==> src/rtl/sdram_powerup_seq.sv <==
module sdram_powerup_seq #(
  parameter int CW = 16,
  parameter int AW = 13
) (
  input  logic          clk,
  input  logic          rst_n,
  input  logic [CW-1:0] i_wait_cycles,
  input  logic [CW-1:0] i_trp,
  input  logic [CW-1:0] i_trc,
  input  logic [CW-1:0] i_tmrd,
  input  logic [AW-1:0] i_mode,
  output logic          o_cke,
  output logic          o_cs_n,
  output logic          o_ras_n,
  output logic          o_cas_n,
  output logic          o_we_n,
  output logic          o_dqm,
  output logic [AW-1:0] o_addr,
  output logic          o_init_done
);

  localparam int NREF = 8;
  localparam int RW   = $clog2(NREF + 1);
  localparam logic [3:0] C_NOP = 4'b0111;
  localparam logic [3:0] C_PRE = 4'b0010;
  localparam logic [3:0] C_REF = 4'b0001;
  localparam logic [3:0] C_LMR = 4'b0000;

  typedef enum logic [3:0] {
    S_WAIT, S_CKE, S_PRE, S_GRP, S_REF, S_GRC, S_LMR, S_GMRD, S_DONE
  } state_t;

  state_t        state;
  logic [CW-1:0] cnt;
  logic [RW-1:0] refs;
  logic [3:0]    cmd;
  logic          expired;

  function automatic logic [CW-1:0] gap_load(input logic [CW-1:0] n);
    return (n < CW'(2)) ? CW'(1) : n - CW'(1);
  endfunction

  assign expired = (cnt <= CW'(1));

  always_ff @(posedge clk) begin
    if (!rst_n) begin
      state <= S_WAIT;
      cnt   <= i_wait_cycles;
      refs  <= '0;
    end else begin
      case (state)
        S_WAIT: if (expired) state <= S_CKE; else cnt <= cnt - CW'(1);
        S_CKE:  state <= S_PRE;
        S_PRE:  begin cnt <= gap_load(i_trp); state <= S_GRP; end
        S_GRP:  if (expired) state <= S_REF; else cnt <= cnt - CW'(1);
        S_REF:  begin cnt <= gap_load(i_trc); refs <= refs + RW'(1); state <= S_GRC; end
        S_GRC:  if (expired) state <= (refs == RW'(NREF)) ? S_LMR : S_REF;
                else cnt <= cnt - CW'(1);
        S_LMR:  begin cnt <= gap_load(i_tmrd); state <= S_GMRD; end
        S_GMRD: if (expired) state <= S_DONE; else cnt <= cnt - CW'(1);
        default: state <= S_DONE;
      endcase
    end
  end

  always_comb begin
    case (state)
      S_PRE:   cmd = C_PRE;
      S_REF:   cmd = C_REF;
      S_LMR:   cmd = C_LMR;
      default: cmd = C_NOP;
    endcase
  end

  assign {o_cs_n, o_ras_n, o_cas_n, o_we_n} = cmd;
  assign o_cke       = (state != S_WAIT);
  assign o_init_done = (state == S_DONE);
  assign o_dqm       = !o_init_done;
  assign o_addr      = (state == S_LMR) ? i_mode :
                       (state == S_PRE) ? AW'(1 << 10) : '0;

  logic [RW:0] chk_refs;
  always_ff @(posedge clk) begin
    if (!rst_n) chk_refs <= '0;
    else if ({o_cs_n, o_ras_n, o_cas_n, o_we_n} == C_REF) chk_refs <= chk_refs + 1'b1;
  end

  p_cke_before_cmd_r2: assert property (@(posedge clk) disable iff (!rst_n)
    ({o_cs_n, o_ras_n, o_cas_n, o_we_n} != C_NOP) |-> $past(o_cke));
  p_pre_a10_r3: assert property (@(posedge clk) disable iff (!rst_n)
    ({o_cs_n, o_ras_n, o_cas_n, o_we_n} == C_PRE) |-> (o_addr == AW'(1 << 10)));
  p_pre_then_nop_r4: assert property (@(posedge clk) disable iff (!rst_n)
    ({o_cs_n, o_ras_n, o_cas_n, o_we_n} == C_PRE) |=> ({o_cs_n, o_ras_n, o_cas_n, o_we_n} == C_NOP));
  p_ref_limit_r5: assert property (@(posedge clk) disable iff (!rst_n)
    chk_refs <= (RW + 1)'(NREF));
  p_lmr_after_eight_r6: assert property (@(posedge clk) disable iff (!rst_n)
    ({o_cs_n, o_ras_n, o_cas_n, o_we_n} == C_LMR) |-> (chk_refs == (RW + 1)'(NREF) && o_addr == i_mode));
  p_done_sticky_r8: assert property (@(posedge clk) disable iff (!rst_n)
    o_init_done |=> o_init_done);
  p_done_quiet_r8: assert property (@(posedge clk) disable iff (!rst_n)
    o_init_done |-> ({o_cs_n, o_ras_n, o_cas_n, o_we_n} == C_NOP && o_cke && !o_dqm));

endmodule

==> config.mk <==
export PLATFORM = sky130hd
export DESIGN_NAME = sdram_powerup_seq
export DESIGN_NICKNAME = d
export VERILOG_FILES = /design/src/rtl/sdram_powerup_seq.sv
export SDC_FILE = /design/constraint.sdc
export NUM_CORES = 1
export LEC_CHECK = 0
export ABC_AREA = 0
export BUFFER_PORTS_ARGS = -buffer_cell sky130_fd_sc_hd__buf_2
export CORE_MARGIN = 2
export CORE_UTILIZATION = 45
export DETAILED_ROUTE_END_ITERATION = 6
export GPL_ROUTABILITY_DRIVEN = 0
export PLACE_DENSITY = 0.73
export SLEW_MARGIN = 20
export SYNTH_ARGS = -nofsm -noshare
export SYNTH_HDL_FRONTEND = slang
export SYNTH_SLANG_ARGS = --single-unit
==> constraint.sdc <==
create_clock -name clk -period 9.5 [get_ports clk]
set_input_delay 0.95 -clock clk [delete_from_list [all_inputs] [get_ports clk]]
set_output_delay 0.95 -clock clk [all_outputs]
set_load 0.02 [all_outputs]
==> impl_metrics.toml, run 1 <==
[timing]
setup_slack_ns = 6.465
finalSetupViolCount = 0
whs_ns = 0.4977
worst_slew_pin_slew_ns = 0.9445
rsz0062_at_grt = "no"
max_clock_freq_ghz = 0.3295
slew_headroom_pct = 36.61
fin_crit_sh_pct = 31.95
setup_tns_ns = 0
finalHoldViolCount = 0
period_minus_slack_ns = 3.035
drv_slew = 0
clock_skew_ns = 0.005535

[floorplan]
die_x_um = 83.80
io_pins = 99
die_area_um2 = 7022
die_h_um = 83.80
core-area_um2 = 6241
start_util_pct = 45.91
core.rowCount = 29

[yosys]
synth_top_cell_by_area = "edfxtp_1"
synth_xor_area_share_pct = 15.59
synth_top_family_by_area = "simple AND/OR/NAND/NOR gates"
synthesis.instances = 357
ys_seq_elements = 24
post_synth_num_cell_types = 59
ys_seq_area_share_pct = 22.36
yosys.area_share.simple_pct = 31.48
synth_ff_type = "edfxtp_1"
synthTopCellsByArea = "edfxtp_1, xor2_1, xnor2_1"
muxShareOfSynthArea_pct = 0
synth_compound_area_share_pct = 21.22
synth.net_count = 443
synth_edf_count = 16
synthArstFlopShare_pct = 0
avgSynthCellArea_um2 = 8.026
yosys_warnings = 0
syn_area_um2 = 2865
synthDominantCellAreaShare_pct = 16.77
synthAdderAreaFrac_pct = 3.406

[status]
status = "finished clean"

[worst_hold_path]
hold_class = "register to register"
hp-start = "refs[1]"

[critical_path]
slowest_stage = "o41ai_4"
critPathLaunch = "i_trp[4]"
cp-start-kind = "primary input"
timing.rr.end = "cnt[0]"
endpoint = "cnt[8]"
critical_path_required_ns = 9.54
max_stage_delay_ns = 0.81
cp_max_fo = 14
r2r_start = "cnt[4]"
r2r.worst_path.cells = 6
rrSetupSlack_ns = 6.92
critPathArrivalTime_ns = 3.08
end_kind = "register"
critical_path_class = "primary input to register"
path_cells = "buf_2 > or4_1 > o41ai_4 > o22ai_1 > o32a_1"

[pwr]
ir_drop_uv = 54.64
fin_total_pwr_mw = 0.2796
power_density_nw_per_um2 = 81.96
p_leak_nw = 1.280

[global_routing]
grt_pass1_vias = 2874
grt_busiest_layer = "met2"
grtUsageMet3_pct = 2.770
grt-ovfl-total = 0
grtUsageMet2_pct = 38.76
grt_pass1_wl_um = 14450
antenna_found_initial = 0
gr-usage-met1_pct = 37.28
grt_max_degree = 34
track_usage_pct = 25.29

[clocking]
clk_latency_ns = 0.28
clkSlewWorstSetupHoldPaths_ns = 0.09
root_buffer = "clkbuf_8"
clock_path_buffers = 2
htree_levels = 1
clock-sinks = 24
cts_buffers = 3
cts_hold_buf = 0
cts_tree = "yes"
cts_setup_buffers = 0
cts_resized = 0

[cells_and_area]
syn_to_final_growth_pct = 19.08
multiInputGateArea_um2 = 2069
antenna_cells = 0
drive_above_1_share_pct = 26.71
register_area_um2 = 640.6
final_area_um2 = 3412
nFillCells = 594
fin_nets = 525

[routing]
viasPerCell = 6.278
route.detailed.drc = 0
totalWireLength_um = 8887
drt-pass1-iter-count = 5
antenna_left = 0
vias = 3233
initialDrtViolationCount = 358
wl_per_cell_um = 17.26

[placement]
place_ws_ns = 6.166
numPortBuffers = 97
hpwl_um = 7071
place_area_um2 = 3356

[run]
maxCapViolCount = 0
-- cell usage in the layout, fill, tap and decap left out, drive strengths merged, types with 3 or more instances in the layout --
cell type and instances:
buf 98, nor2 32, xor2 29, xnor2 22
nand2 19, nor4 19, inv 18, edfxtp 16
nand4 15, o22ai 14, o22a 12, and3 12
nor3 11, o21ai 11, o221ai 10, nand3 9
or3 9, or4 8, dfxtp 8, ha 7
a21oi 6, a31oi 4, or2 4, nor3b 4
clkbuf 4, o211ai 3, nand2b 3, nor4b 3
-- critical path: cells and delay by family --
family,cells,cell delay [ns]
AOI/OAI and AO/OA,3,1.37
buffers and inverters,1,0.13
and+or+nand+nor,1,0.62
-- through the flow --
step | utilization, % | cells
finish | 54.67 | 515
global route | 54.67 | 515
CTS | 54.49 | 515
detailed placement | 53.77 | 511
global placement | 53.77 | 511
floorplan | - | 357
-- synth_stat cells, types with 2 or more instances --
library cell   n
nor3b_1        4
clkbuf_1      12
and3_1        12
or2_2          4
o22a_1        12
nand4b_1       2
nand4_1       15
nand2_1       19
or3_1          8
nor4b_1        2
xor2_1        29
xnor2_1       22
and2_1         2
o221ai_1       9
ha_1           7
o22ai_1       14
nor4_1        15
inv_1         18
nand3_1        9
o211ai_1       3
o21ai_0        9
a21o_1         2
nor2_1        32
a21oi_1        6
nand3b_1       2
o2111ai_1      2
nor3_1        11
dfxtp_1        8
buf_2          7
o32a_1         2
a31oi_1        4
edfxtp_1      16
or4_1          8
nor4_2         3
nand2b_1       3
-- sequential cells by signal, summed over array words and instances, names as in the netlist --
register,cells
state,4
refs,4
cnt,16
-- metal layers --
metal	up-vias	share of wire, %	routed length [um]
li1	1528	-	-
met1	1533	43	3844
met2	154	46	4045
met3	18	8.9	793
met4	0	2.3	204
met5	-	0	0
-- worst min-delay path by stage --
stage	slack (ns)	cells after the start	to
2_1_floorplan	0.46	2	refs[0]
3_3_place_gp	0.48	2	refs[0]
3_5_place_dp	0.49	2	refs[1]
4_1_cts	0.50	2	refs[1]
5_1_grt	0.53	2	refs[1]
6_report	0.50	2	refs[1]
-- cell families (layout without fill, tap and decap cells) --
group | Yosys count | count (layout)
simple gates | 156 | 156
compound gates | 78 | 78
xor+xnor | 51 | 51
buf+inv | 39 | 120
flops | 24 | 24
fa+ha+maj | 8 | 8
other cells | 1 | 1
-- final cells by class --
cell class,instances,share of cell area [%]
timing repair buffer,98,14.45
tap,77,2.824
inverter,18,1.980
clock buffer,4,1.320
multi-input combinational,294,60.65
sequential,24,18.78
-- where the power goes --
group	internal (mW)	switching [mW]	total (mW)
Clock	0.0302	0.0364	0.0666
Combinational	0.0375	0.0459	0.0833
Sequential	0.120	0.00935	0.130
Power figures use the tool's default switching activity.
==> run 2, diff against run 1 <==
- PLACE_DENSITY: 0.73 -> 0.76
- clock period: 9.5 -> 2.68 ns (I/O delays scaled with it)
==> impl_metrics.toml, run 2 (synthesis results as in run 1) <==
[clocking]
cts_hold_buf = 0
htree_levels = 1
clkSlewWorstSetupHoldPaths_ns = 0.10
cts_setup_buffers = 0
root_buffer = "clkbuf_8"
cts_tree = "yes"
cts_buffers = 3
clk_latency_ns = 0.27
clock_path_buffers = 2
cts_resized = 0
clock-sinks = 24

[cells_and_area]
largest_reg_flops = 16
fin_util_pct = 56.54
fin_nets = 537
layout_common_cells = "buf_2, nor2_1, xor2_1"
top_register = "cnt"
antenna_cells = 0
syn_to_final_growth_pct = 23.14
final_area_um2 = 3528
final_common_cell = "buf_2"
drive_above_1_share_pct = 28.67
reg.largest.list = "cnt x16, refs x4, state x4"

[critical_path]
critical_path_required_ns = 2.66
path_cells = "inv_1 > ha_1 > o21ai_0 > nor3_1 > maj3_1 > o21ai_2 > buf_12"
rrSetupSlack_ns = 0.27
cp-start-kind = "register"
critPathLaunch = "cnt[0]"
r2r_start = "cnt[0]"
slowest_stage = "edfxtp_1"
crit_family = "adder cells"
end_kind = "register"
critPathArrivalTime_ns = 2.39
critical_path_class = "register to register"
cp_max_fo = 16
path_buf_inv = 2
max_stage_delay_ns = 0.43

[run]
maxCapViolCount = 0

[timing]
whs_ns = 0.3009
finalHoldViolCount = 0
fin_crit_sh_pct = 89.76
worst_slew_pin_slew_ns = 0.6480
setup_slack_ns = 0.2744
drv_slew = 0
finalSetupViolCount = 0
rsz0062_at_grt = "no"
clock_skew_ns = 0.01459
slew_headroom_pct = 56.34
max_clock_freq_ghz = 0.4157
setup_tns_ns = 0
period_minus_slack_ns = 2.406

[global_routing]
grt_pass1_wl_um = 14290
track_usage_pct = 24.53
grt_pass1_vias = 2973
grt_max_degree = 33
grt-ovfl-total = 0
antenna_found_initial = 0

[floorplan]
die_area_um2 = 7022
die_h_um = 83.80
io_pins = 99
core.rowCount = 29
core-area_um2 = 6241
die_x_um = 83.80
start_util_pct = 45.91

[pwr]
seq_power_share_pct = 43.9
ir_drop_uv = 242.3
combPwrFrac_pct = 28.5
p_clk_share_pct = 27.6
power_switching_mw = 0.3235
power_density_nw_per_um2 = 297.2
switching_share_pct = 30.85
p_int_mw = 0.7251
p_leak_nw = 1.352

[placement]
hpwl_um = 7366
place_ws_ns = 0.2385
place_area_um2 = 3462
numPortBuffers = 97

[routing]
viasPerCell = 6.114
totalWireLength_um = 9093
route.detailed.drc = 0
wl_per_cell_um = 17.25
antenna_left = 0
vias = 3222
initialDrtViolationCount = 198
drt-pass1-iter-count = 5

[worst_hold_path]
hp-start = "i_wait_cycles[5]"
hold_class = "primary input to register"

[status]
status = "finished clean"
run 2: cell count changes in the layout (fill, tap and decap cells not counted):
cell and delta:
clkbuf_16 +1, o21ai_2 +1, o21ai_1 -1, buf_12 +1
nor3b_1 +1, nor4_1 +1, nor3b_2 -1, buf_4 +11
clkbuf_1 -1, nor4_2 -1
run 2: area by class of cell:
| cell class | instances | area [um2] |
|---|---|---|
| fill | 617 | 2713 |
| inverter | 18 | 67.56 |
| tap | 77 | 96.34 |
| clock buffer | 4 | 66.31 |
| timing repair buffer | 110 | 595.6 |
| multi-input combinational | 294 | 2062 |
| sequential | 24 | 640.6 |
run 2: worst paths after layout:
check,cells past startpoint,endpoint
max,7,cnt[6]
min,2,cnt[5]
max reg2reg,7,cnt[6]
min reg2reg,2,refs[0]
run 2: metrics by stage:
stage,power (mW),cells
final,1.049,527
after floorplan,0.6198,357
after detailed placement,0.7592,523
after global placement,0.7534,523
after global routing,1.087,527
after CTS,1.045,527
run 2: layer usage:
metal	vias to the layer above	part of all wire, %	wire length, um	global-route usage, %
met1	1530	45	4051	32.86
met2	124	48	4399	42.18
met3	18	5.1	465	2.374
li1	1550	-	-	-
met4	0	1.9	176	6.598
met5	-	0	0	0
run 2: power groups by stage:
stage                     Combinational, mW  Clock (mW)  Sequential [mW]
after floorplan                       0.159           0            0.461
after global placement                0.287           0            0.467
after global routing                  0.323       0.300            0.464
after CTS                             0.293       0.292            0.460
after detailed placement              0.290           0            0.469
final                                 0.299       0.289            0.461
==> run 3, diff against run 2 <==
- CORE_ASPECT_RATIO: unset -> 1.2
- CTS_CLUSTER_SIZE: unset -> 10
- REMOVE_ABC_BUFFERS: unset -> 1
==> impl_metrics.toml, run 3 (synthesis results as in run 1) <==
[status]
status = "finished clean"

[clocking]
cts_buffers = 3
cts_tree = "yes"
clock-sinks = 24
clock_path_buffers = 2
clk_latency_ns = 0.27
cts_resized = 0
clkSlewWorstSetupHoldPaths_ns = 0.09
htree_levels = 1
cts_setup_buffers = 0
cts_hold_buf = 0
root_buffer = "clkbuf_8"

[run]
maxCapViolCount = 0

[pwr]
power_density_nw_per_um2 = 282.0
seq_power_share_pct = 46.6
switching_share_pct = 32.26
p_int_mw = 0.6709
p_clk_share_pct = 23.0
p_leak_nw = 1.344
combPwrFrac_pct = 30.4
ir_drop_uv = 169.2
power_switching_mw = 0.3196

[cells_and_area]
syn_to_final_growth_pct = 22.58
antenna_cells = 0
top_register = "cnt"
layout_common_cells = "buf_2, nor2_1, xor2_1"
drive_above_1_share_pct = 28.54
largest_reg_flops = 16
final_common_cell = "buf_2"
fin_nets = 539
reg.largest.list = "cnt x16, refs x4, state x4"
nFillCells = 576

[timing]
drv_slew = 0
max_clock_freq_ghz = 0.4236
clock_skew_ns = 0.003123
finalHoldViolCount = 0
rsz0062_at_grt = "no"
slew_headroom_pct = 46.36
finalSetupViolCount = 0
period_minus_slack_ns = 2.361
whs_ns = 0.2971
worst_slew_pin_slew_ns = 0.7962
setup_tns_ns = 0
fin_crit_sh_pct = 88.09

[routing]
antenna_left = 0
totalWireLength_um = 9017
wl_per_cell_um = 16.89
vias = 3201
route.detailed.drc = 0
viasPerCell = 5.994
initialDrtViolationCount = 227
drt-pass1-iter-count = 5

[critical_path]
path_cells = "xnor2_1 > o21ai_0 > o41ai_4 > buf_4 > o22ai_1 > o22a_1"
slowest_stage = "o21ai_0"
cp-start-kind = "register"
end_kind = "register"
critical_path_class = "register to register"
cp_max_fo = 12
critical_path_required_ns = 2.82
critPathArrivalTime_ns = 2.50
max_stage_delay_ns = 0.64

[placement]
hpwl_um = 7219
numPortBuffers = 97

[global_routing]
grt-ovfl-total = 0
track_usage_pct = 25.02
grt_pass1_vias = 2966
antenna_found_initial = 0
grt_max_degree = 33
grt_pass1_wl_um = 14290

[floorplan]
core-area_um2 = 6090
die_h_um = 91.41
core.rowCount = 31
die_area_um2 = 7024
io_pins = 99
start_util_pct = 47.05
die_x_um = 76.84

[worst_hold_path]
hold_class = "primary input to register"
[run 3: cell types whose count changed in the layout (fill, tap and decap cells not counted), sizes merged]
| cell | before | now |
|---|---|---|
| buf | 110 | 112 |
[run 3: path summary, 6_finish.rpt]
check / start / end / slack, ns / depth (start not counted)
setup / recovery: state[0] / cnt[6] / 0.32 / 6
hold / removal: i_wait_cycles[3] / cnt[3] / 0.30 / 2
setup reg to reg: state[0] / cnt[6] / 0.32 / 6
hold reg to reg: refs[1] / refs[1] / 0.51 / 2
[run 3: power groups by stage]
stage               logic (mW)  clock network [mW]  registers (mW)
floorplan                0.149                   0           0.461
global placement         0.289                   0           0.467
detailed placement       0.294                   0           0.469
CTS                      0.296               0.228           0.461
global route             0.326               0.245           0.465
finish                   0.301               0.228           0.461
[run 3: per-stage QoR]
| stage | cell area [um2] | total power, mW | util [%] | cells | setup slack (ns) |
|---|---|---|---|---|---|
| after floorplan | 2766 | 0.6095 | - | 336 | -0.3879 |
| after global placement | 3467 | 0.7562 | 56.93 | 530 | 0.2922 |
| after detailed placement | 3467 | 0.7624 | 56.93 | 530 | 0.2489 |
| after CTS | 3512 | 0.9851 | 57.67 | 534 | 0.3361 |
| after global routing | 3512 | 1.036 | 57.67 | 534 | 0.1949 |
| final | 3512 | 0.9905 | 57.67 | 534 | 0.3192 |
[run 3: area by class of cell]
| type | count | area [um2] | share of cell area, % |
|---|---|---|---|
| Tap cell | 82 | 102.6 | 2.921 |
| Clock buffer | 4 | 45.04 | 1.283 |
| Multi-Input combinational cell | 294 | 2058 | 58.60 |
| Inverter | 18 | 67.56 | 1.924 |
| Sequential cell | 24 | 640.6 | 18.24 |
| Timing Repair Buffer | 112 | 598.1 | 17.03 |
[run 3: routing by layer]
metal	GRT usage (%)	vias up	part of all wire, %	wire (um)
li1	-	1555	-	-
met1	31.14	1476	41	3671
met3	1.690	26	5.9	529
met5	0	-	0	0
met2	43.64	144	50	4475
met4	11.82	0	3.8	341
[run 3: critical path: cells and delay by family, from the launching register on]
kind	cells	cell delay, ns
XOR/XNOR	1	0.12
flip-flops	1	0.59
buffers and inverters	1	0.24
AO/OA/AOI/OAI	4	1.29
